File: src/rtl/bct_pkg.sv
package bct_pkg;
  typedef logic [3:0] cmd_t;
  typedef logic [1:0] status_t;
  typedef logic [2:0] kind_t;

  localparam kind_t KIND_MEM_RD = 3'd0;
  localparam kind_t KIND_MEM_WR = 3'd1;
  localparam kind_t KIND_CFG_RD = 3'd2;
  localparam kind_t KIND_CFG_WR = 3'd3;
  localparam kind_t KIND_IO_RD  = 3'd4;
  localparam kind_t KIND_IO_WR  = 3'd5;

  localparam cmd_t CMD_IO_RD  = 4'b0010;
  localparam cmd_t CMD_IO_WR  = 4'b0011;
  localparam cmd_t CMD_MEM_RD = 4'b0110;
  localparam cmd_t CMD_MEM_WR = 4'b0111;
  localparam cmd_t CMD_CFG_RD = 4'b1010;
  localparam cmd_t CMD_CFG_WR = 4'b1011;
  localparam cmd_t CMD_DAC    = 4'b1101;
  localparam cmd_t CMD_MRB    = 4'b1110;

  localparam status_t ST_OK     = 2'b00;
  localparam status_t ST_TABORT = 2'b01;
  localparam status_t ST_MABORT = 2'b10;
endpackage

File: src/rtl/bct_cfg_addr.sv
module bct_cfg_addr #(
  parameter int AD_W    = 32,
  parameter int DEV_W   = 5,
  parameter int NUM_DEV = 16,
  parameter int OFF_W   = 6
) (
  input  logic [DEV_W-1:0] dev,
  input  logic [OFF_W-1:0] reg_off,
  output logic [AD_W-1:0]  cfg_ad
);
  localparam int SEL_LO = AD_W - NUM_DEV;

  logic [NUM_DEV-1:0] sel;

  for (genvar i = 0; i < NUM_DEV; i++) begin : g_sel
    assign sel[i] = (dev == DEV_W'(i));
  end

  always_comb begin
    cfg_ad                   = '0;
    cfg_ad[SEL_LO +: NUM_DEV] = sel;
    cfg_ad[2 +: OFF_W]       = reg_off;
  end
endmodule

File: src/rtl/bct_decode.sv
module bct_decode
  import bct_pkg::*;
#(
  parameter int ADDR_W  = 64,
  parameter int AD_W    = 32,
  parameter int DEV_W   = 5,
  parameter int NUM_DEV = 16,
  parameter int IO_W    = 25
) (
  input  kind_t             kind,
  input  logic [ADDR_W-1:0] addr,
  input  logic [DEV_W-1:0]  dev,
  input  logic              burst,
  input  logic              xmode,
  input  logic [AD_W-1:0]   cfg_ad,
  output status_t           status,
  output logic              dac,
  output cmd_t              ph0_cmd,
  output logic [AD_W-1:0]   ph0_ad,
  output cmd_t              ph1_cmd,
  output logic [AD_W-1:0]   ph1_ad
);
  logic hi_nz, io_hi_nz, dev_bad;
  logic is_mem, is_cfg, is_io;
  cmd_t real_cmd;

  assign hi_nz    = |addr[ADDR_W-1:AD_W];
  assign io_hi_nz = |addr[ADDR_W-1:IO_W];
  assign dev_bad  = dev > DEV_W'(NUM_DEV - 1);

  always_comb begin
    is_mem   = 1'b0;
    is_cfg   = 1'b0;
    is_io    = 1'b0;
    real_cmd = CMD_MEM_RD;
    status   = ST_OK;
    case (kind)
      KIND_MEM_RD: begin is_mem = 1'b1; real_cmd = xmode ? CMD_MRB : CMD_MEM_RD; end
      KIND_MEM_WR: begin is_mem = 1'b1; real_cmd = CMD_MEM_WR; end
      KIND_CFG_RD: begin is_cfg = 1'b1; real_cmd = CMD_CFG_RD; end
      KIND_CFG_WR: begin is_cfg = 1'b1; real_cmd = CMD_CFG_WR; end
      KIND_IO_RD:  begin is_io  = 1'b1; real_cmd = CMD_IO_RD;  end
      KIND_IO_WR:  begin is_io  = 1'b1; real_cmd = CMD_IO_WR;  end
      default:     status = ST_MABORT;
    endcase

    if ((is_io || is_cfg) && burst)  status = ST_TABORT;
    else if (is_cfg && dev_bad)      status = ST_MABORT;
    else if (is_io && io_hi_nz)      status = ST_MABORT;

    dac     = is_mem && hi_nz;
    ph1_cmd = real_cmd;
    ph1_ad  = addr[ADDR_W-1:AD_W];
    if (dac) begin
      ph0_cmd = CMD_DAC;
      ph0_ad  = addr[AD_W-1:0];
    end else begin
      ph0_cmd = real_cmd;
      ph0_ad  = is_cfg ? cfg_ad : addr[AD_W-1:0];
    end
  end
endmodule

File: src/rtl/bct_sequencer.sv
module bct_sequencer
  import bct_pkg::*;
#(
  parameter int AD_W = 32
) (
  input  logic            clk,
  input  logic            rst_n,
  input  logic            req_valid,
  output logic            req_ready,
  input  status_t         status_i,
  input  logic            dac_i,
  input  cmd_t            ph0_cmd,
  input  logic [AD_W-1:0] ph0_ad,
  input  cmd_t            ph1_cmd,
  input  logic [AD_W-1:0] ph1_ad,
  output logic            ap_valid,
  output cmd_t            ap_cmd,
  output logic [AD_W-1:0] ap_ad,
  output logic            ap_last,
  output logic            rsp_valid,
  output status_t         rsp_status
);
  logic            ap_valid_q, ap_valid_n, ap_last_q, ap_last_n, ap_en;
  cmd_t            ap_cmd_q, ap_cmd_n;
  logic [AD_W-1:0] ap_ad_q, ap_ad_n;
  logic            rsp_valid_q, rsp_valid_n, rsp_en;
  status_t         rsp_status_q;
  logic            pend_q, pend_n, pend_en;
  cmd_t            pend_cmd_q;
  logic [AD_W-1:0] pend_ad_q;

  assign req_ready = !pend_q;

  always_comb begin
    ap_valid_n  = 1'b0;
    ap_last_n   = 1'b0;
    ap_cmd_n    = ap_cmd_q;
    ap_ad_n     = ap_ad_q;
    rsp_valid_n = 1'b0;
    pend_n      = 1'b0;
    pend_en     = 1'b0;
    if (pend_q) begin
      ap_valid_n = 1'b1;
      ap_cmd_n   = pend_cmd_q;
      ap_ad_n    = pend_ad_q;
      ap_last_n  = 1'b1;
    end else if (req_valid) begin
      if (status_i != ST_OK) begin
        rsp_valid_n = 1'b1;
      end else begin
        ap_valid_n = 1'b1;
        ap_cmd_n   = ph0_cmd;
        ap_ad_n    = ph0_ad;
        ap_last_n  = !dac_i;
        pend_n     = dac_i;
        pend_en    = dac_i;
      end
    end
  end

  assign ap_en  = ap_valid_n;
  assign rsp_en = rsp_valid_n;

  always_ff @(posedge clk or negedge rst_n) begin
    if (!rst_n) begin
      ap_valid_q   <= 1'b0;
      ap_last_q    <= 1'b0;
      ap_cmd_q     <= '0;
      ap_ad_q      <= '0;
      rsp_valid_q  <= 1'b0;
      rsp_status_q <= ST_OK;
      pend_q       <= 1'b0;
      pend_cmd_q   <= '0;
      pend_ad_q    <= '0;
    end else begin
      ap_valid_q  <= ap_valid_n;
      rsp_valid_q <= rsp_valid_n;
      pend_q      <= pend_n;
      if (ap_en) begin
        ap_cmd_q  <= ap_cmd_n;
        ap_ad_q   <= ap_ad_n;
        ap_last_q <= ap_last_n;
      end
      if (rsp_en) rsp_status_q <= status_i;
      if (pend_en) begin
        pend_cmd_q <= ph1_cmd;
        pend_ad_q  <= ph1_ad;
      end
    end
  end

  assign ap_valid   = ap_valid_q;
  assign ap_cmd     = ap_cmd_q;
  assign ap_ad      = ap_ad_q;
  assign ap_last    = ap_last_q;
  assign rsp_valid  = rsp_valid_q;
  assign rsp_status = rsp_status_q;


  excl_out_chk: assert property (@(posedge clk) disable iff (!rst_n)
    !(ap_valid_q && rsp_valid_q));


  rsp_code_chk: assert property (@(posedge clk) disable iff (!rst_n)
    rsp_valid_q |-> (rsp_status_q != ST_OK));


  dac_follow_chk: assert property (@(posedge clk) disable iff (!rst_n)
    (ap_valid_q && !ap_last_q) |=> (ap_valid_q && ap_last_q && ap_cmd_q != CMD_DAC));


  dac_first_chk: assert property (@(posedge clk) disable iff (!rst_n)
    (ap_valid_q && ap_cmd_q == CMD_DAC) |-> !ap_last_q);


  ready_hold_chk: assert property (@(posedge clk) disable iff (!rst_n)
    (ap_valid_q && !ap_last_q) |-> !req_ready);


  no_banned_cmd_chk: assert property (@(posedge clk) disable iff (!rst_n)
    ap_valid_q |-> (ap_cmd_q != 4'b0000 && ap_cmd_q != 4'b1100 && ap_cmd_q != 4'b1111));


  cfg_sel_chk: assert property (@(posedge clk) disable iff (!rst_n)
    (ap_valid_q && (ap_cmd_q == CMD_CFG_RD || ap_cmd_q == CMD_CFG_WR))
      |-> ($onehot(ap_ad_q[31:16]) && ap_ad_q[15:8] == 8'h00 && ap_ad_q[1:0] == 2'b00));
endmodule

File: src/rtl/bus_cmd_xlate.sv
module bus_cmd_xlate
  import bct_pkg::*;
#(
  parameter int ADDR_W  = 64,
  parameter int AD_W    = 32,
  parameter int DEV_W   = 5,
  parameter int NUM_DEV = 16,
  parameter int IO_W    = 25
) (
  input  logic              clk,
  input  logic              rst_n,
  input  logic              req_valid,
  output logic              req_ready,
  input  logic [2:0]        req_kind,
  input  logic [ADDR_W-1:0] req_addr,
  input  logic [DEV_W-1:0]  req_dev,
  input  logic              req_burst,
  input  logic              req_xmode,
  output logic              ap_valid,
  output logic [3:0]        ap_cmd,
  output logic [AD_W-1:0]   ap_ad,
  output logic              ap_last,
  output logic              rsp_valid,
  output logic [1:0]        rsp_status
);
  localparam int OFF_W = 6;

  logic            rst_meta_q, rst_sync_q;
  logic [AD_W-1:0] cfg_ad, ph0_ad, ph1_ad;
  status_t         status;
  logic            dac;
  cmd_t            ph0_cmd, ph1_cmd;

  always_ff @(posedge clk or negedge rst_n) begin
    if (!rst_n) begin
      rst_meta_q <= 1'b0;
      rst_sync_q <= 1'b0;
    end else begin
      rst_meta_q <= 1'b1;
      rst_sync_q <= rst_meta_q;
    end
  end

  bct_cfg_addr #(
    .AD_W(AD_W), .DEV_W(DEV_W), .NUM_DEV(NUM_DEV), .OFF_W(OFF_W)
  ) u_cfg_addr (
    .dev(req_dev),
    .reg_off(req_addr[2 +: OFF_W]),
    .cfg_ad(cfg_ad)
  );

  bct_decode #(
    .ADDR_W(ADDR_W), .AD_W(AD_W), .DEV_W(DEV_W), .NUM_DEV(NUM_DEV), .IO_W(IO_W)
  ) u_decode (
    .kind(req_kind), .addr(req_addr), .dev(req_dev), .burst(req_burst),
    .xmode(req_xmode), .cfg_ad(cfg_ad), .status(status), .dac(dac),
    .ph0_cmd(ph0_cmd), .ph0_ad(ph0_ad), .ph1_cmd(ph1_cmd), .ph1_ad(ph1_ad)
  );

  bct_sequencer #(.AD_W(AD_W)) u_seq (
    .clk(clk), .rst_n(rst_sync_q), .req_valid(req_valid), .req_ready(req_ready),
    .status_i(status), .dac_i(dac), .ph0_cmd(ph0_cmd), .ph0_ad(ph0_ad),
    .ph1_cmd(ph1_cmd), .ph1_ad(ph1_ad), .ap_valid(ap_valid), .ap_cmd(ap_cmd),
    .ap_ad(ap_ad), .ap_last(ap_last), .rsp_valid(rsp_valid), .rsp_status(rsp_status)
  );
endmodule

File: config.mk
export PLATFORM = sky130hd
export DESIGN_NAME = bus_cmd_xlate
export DESIGN_NICKNAME = d
export VERILOG_FILES = /design/src/rtl/bct_pkg.sv /design/src/rtl/bct_cfg_addr.sv /design/src/rtl/bct_decode.sv /design/src/rtl/bct_sequencer.sv /design/src/rtl/bus_cmd_xlate.sv
export SDC_FILE = /design/constraint.sdc
export NUM_CORES = 1
export LEC_CHECK = 0
export ABC_AREA = 1
export ABC_CLOCK_PERIOD_IN_PS = 3280
export BUFFER_PORTS_ARGS = -buffer_cell sky130_fd_sc_hd__clkbuf_2
export CAP_MARGIN = 20
export CORE_ASPECT_RATIO = 1.75
export CORE_MARGIN = 2
export CORE_UTILIZATION = 40
export CTS_BUF_LIST = sky130_fd_sc_hd__clkbuf_16
export DETAILED_ROUTE_END_ITERATION = 7
export SYNTH_ARGS = -nofsm -noshare
export SYNTH_HDL_FRONTEND = slang
export SYNTH_SLANG_ARGS = --single-unit
File: constraint.sdc
create_clock -name clk -period 3.28 [get_ports clk]
set_input_delay 0.328 -clock clk [delete_from_list [all_inputs] [get_ports clk]]
set_output_delay 0.328 -clock clk [all_outputs]
set_load 0.02 [all_outputs]
==> Implementation_results.wiki <==
{| class="wikitable"
! Metric !! Value
|-
| Result of the run || finished clean
|-
| Clock root buffer || clkbuf_16
|-
| TNS Setup || 0 ns
|-
| Area growth, synth to finish || 21.9%
|-
| Share of flip-flops with an asynchronous set or reset || 1.00
|-
| YS warnings || 0
|-
| Vias after detailed routing || 3855
|-
| Fill cells || 1020
|-
| Post-synthesis mux area share || 0
|-
| Number of setup buffers added after CTS || 0
|-
| Type of the worst min-delay path || flip-flop to asynchronous set/reset pin
|-
| Die Height || 139 um
|-
| Count of flip-flops with a built-in enable after synthesis || 0
|-
| # port buffers || 118
|-
| Mapped Cells || 530
|-
| Clock tree from TritonCTS || yes
|-
| Unrepaired setup endpoints after global routing || false
|-
| Most common cell after layout, fill and taps aside || nand2_1
|-
| Post-route cell area || 0.00509 mm^2
|-
| Slew at the pin closest to its max-slew limit || 0.898 ns
|-
| Area of the core region || 0.0102 mm^2
|-
| Latest clock arrival within the worst-skew pair || 0.34 ns
|-
| Maximum level of the CTS H-tree || 3
|-
| Worst Hold Slack || 0.187 ns
|-
| Adder-Cell Fraction of Synth Area || 0
|-
| Synthesis-stage register bit count || 80
|-
| Final Setup Violations || 0
|-
| Startpoint class of the critical path || flip-flop
|-
| GP Congestion || 0.855
|-
| Fmax achieved || 457 MHz
|-
| Maximum resistive drop on vdd || 0.275 mV
|-
| Share of final-layout standard cells stronger than drive strength 1 || 0.278
|-
| Count of routing violations after the opening detailed-route iteration || 218
|-
| Drt via density || 5.03
|-
| Clock transition at the register clock pins on the worst setup and hold paths after CTS || 0.06 ns
|-
| Endpoint kind of the worst setup timing path || flip-flop
|-
| Post-synthesis share of cell area spent on and, or, nand and nor gates || 0.353
|-
| Number of gates resized after CTS || 0
|-
| Post-synth cell types || 26
|-
| Initial antenna violation count || 0
|-
| Pin count of the biggest net entering global routing || 79
|-
| Clk buf depth || 2
|-
| Cell Rows || 49
|-
| Placement Cell Area || 0.00477 mm^2
|-
| XOR/XNOR Fraction of Synth Area || 0
|-
| Largest family of logic cells by synthesized area || simple AND/OR/NAND/NOR gates
|-
| Synthesized cell area || 0.00417 mm^2
|-
| Initial Utilization || 0.408
|-
| Die W || 81.2 um
|-
| Power, Total || 2.87 mW
|-
| Synthesized area per cell || 7.88 um^2
|-
| Die Area || 0.0113 mm^2
|-
| Compound-cell area share of the yosys netlist || 0.0914
|-
| Leakage power total || 2.70 nW
|-
| Power per unit of standard cell area || 564 mW/mm^2
|-
| Detailed Route WL || 11.5 mm
|-
| Critical-path maximum fanout || 50
|-
| Via count of the first global-routing pass || 3817
|-
| Total clock sinks || 80
|-
| First-pass iteration count of the detailed router || 4
|-
| Portion of the clock cycle consumed by the worst path in the final layout || 0.667
|-
| Max-slew violation total from the final report || 0
|-
| CP arrival || 2.44 ns
|-
| Worst relative slew slack || 0.401
|-
| Half-perimeter wire length after detailed placement || 8.21 mm
|-
| Boundary pin count || 119
|-
| Area occupied by registers || 0.00201 mm^2
|-
| Commonest cells after routing, fill and taps aside || nand2_1 (198), clkbuf_2 (118), dfrtp_1 (79)
|-
| Antenna Diode Count || 0
|-
| Global-route wire length before repair || 18.6 mm
|-
| Residual antenna-violating net count after detailed routing || 0
|-
| Number of buffers created by CTS || 9
|-
| Final-report hold violation count || 0
|-
| Startpoint-to-endpoint class of the critical path || flip-flop to flip-flop
|-
| Area occupied by multi-input gates || 0.00186 mm^2
|-
| Fraction of the yosys area taken by sequential cells || 0.480
|-
| Critical Path RT || 3.53 ns
|-
| Net count after synthesis || 607
|-
| Number of buffers added to fix hold violations after cts || 1
|-
| GRT Residual Overflow || 0
|-
| Routed wire length per instance || 15.0 um
|-
| Commonest register cell after synthesis || dfrtp_1
|-
| Post-route DRC || 0
|-
| GRT Util Overall || 0.216
|-
| Post-layout nets || 712
|-
| Final setup skew || 0.00561 ns
|-
| Max-cap viol count || 0
|-
| Final critical delay including setup and external delays || 2.19 ns
|}
-- registers in the layout, indices dropped and copies added (netlist names) --
| register | flops |
|---|---|
| u_seq.ap_valid | 1 |
| u_seq.pend_cmd_q | 4 |
| u_seq.ap_ad | 32 |
| u_seq.ap_last | 1 |
| rst_meta_q | 1 |
| u_seq.ap_cmd | 4 |
| u_seq.pend_ad_q | 32 |
| u_seq.pend_q | 1 |
| u_seq.rsp_status | 2 |
| rst_sync_q | 1 |
| u_seq.rsp_valid | 1 |
-- cells in the mapped netlist, drive strengths merged, types with 2 or more instances --
cell      n  area (um^2)
nand2   202          773
dfrtp    80         2000
nand3    53          420
nor2     45          171
o21ai    39          195
inv      34          128
buf      22          156
a21oi    18         90.1
a22oi    12         90.1
clkbuf    8         30.0
nand4     6         52.6
nor3      6         35.0
or2       2         12.5
-- final timing paths --
| kind | startpoint | slack (ns) | depth (start not counted) | endpoint |
|---|---|---|---|---|
| max in group asynchronous | rst_sync_q$_DFF_PN0_ | 2.49 | 1 | u_seq.ap_ad[30]$_DFFE_PN0P_ |
| setup reg to reg | u_seq.pend_q$_DFF_PN0_ | 1.09 | 7 | u_seq.pend_ad_q[1]$_DFFE_PN0P_ |
| hold reg to reg | rst_sync_q$_DFF_PN0_ | 0.19 | 0 | u_seq.ap_ad[18]$_DFFE_PN0P_ |
| setup / recovery | u_seq.pend_q$_DFF_PN0_ | 1.09 | 7 | u_seq.pend_ad_q[1]$_DFFE_PN0P_ |
| min in group clk | req_addr[57] | 0.21 | 3 | u_seq.pend_ad_q[25]$_DFFE_PN0P_ |
| hold / removal | rst_sync_q$_DFF_PN0_ | 0.19 | 0 | u_seq.ap_ad[18]$_DFFE_PN0P_ |
-- metal layers --
layer  up-vias  track usage  wire (um)
met1      1825        0.262       4570
li1       1901            -          -
met5         -            0          0
met3        23       0.0345        481
met2       106        0.366       6060
met4         0        0.103        359
-- layout make-up --
class,count,share of cell area
well taps,127,0.0312
repair buffers,124,0.129
multi-input cells,386,0.365
flip-flops and latches,80,0.394
clock inverters,7,0.0111
inverters,34,0.0251
clock buffers,9,0.0442
-- kinds of logic after synthesis --
group                  after synthesis
DFF                                 80
AOI/OAI and AO/OA                   70
other                                1
buffers and inverters               64
and+or+nand+nor                    315
-- critical path, cell delays in order (launching register included) --
cell	delay (ns)
dfrtp_1	0.38
inv_2	0.06
nand2_1	0.07
inv_1	0.18
nand3_2	0.41
inv_2	0.75
nand2_1	0.12
o21ai_1	0.12
-- per-stage QoR --
stage,utilization,setup slack [ns],instances
5_1_grt,0.497,0.785,767
3_3_place_gp,0.466,0.965,749
4_1_cts,0.494,1.06,766
6_report,0.497,1.09,767
3_5_place_dp,0.466,0.919,749
2_1_floorplan,-,0.887,530
-- power breakdown --
group	total, mW	internal [mW]	switching (mW)
clock	0.966	0.576	0.390
sequential	1.26	1.16	0.100
combinational	0.645	0.238	0.407
total	2.87	1.97	0.898
(Power assumes the default switching activity.)
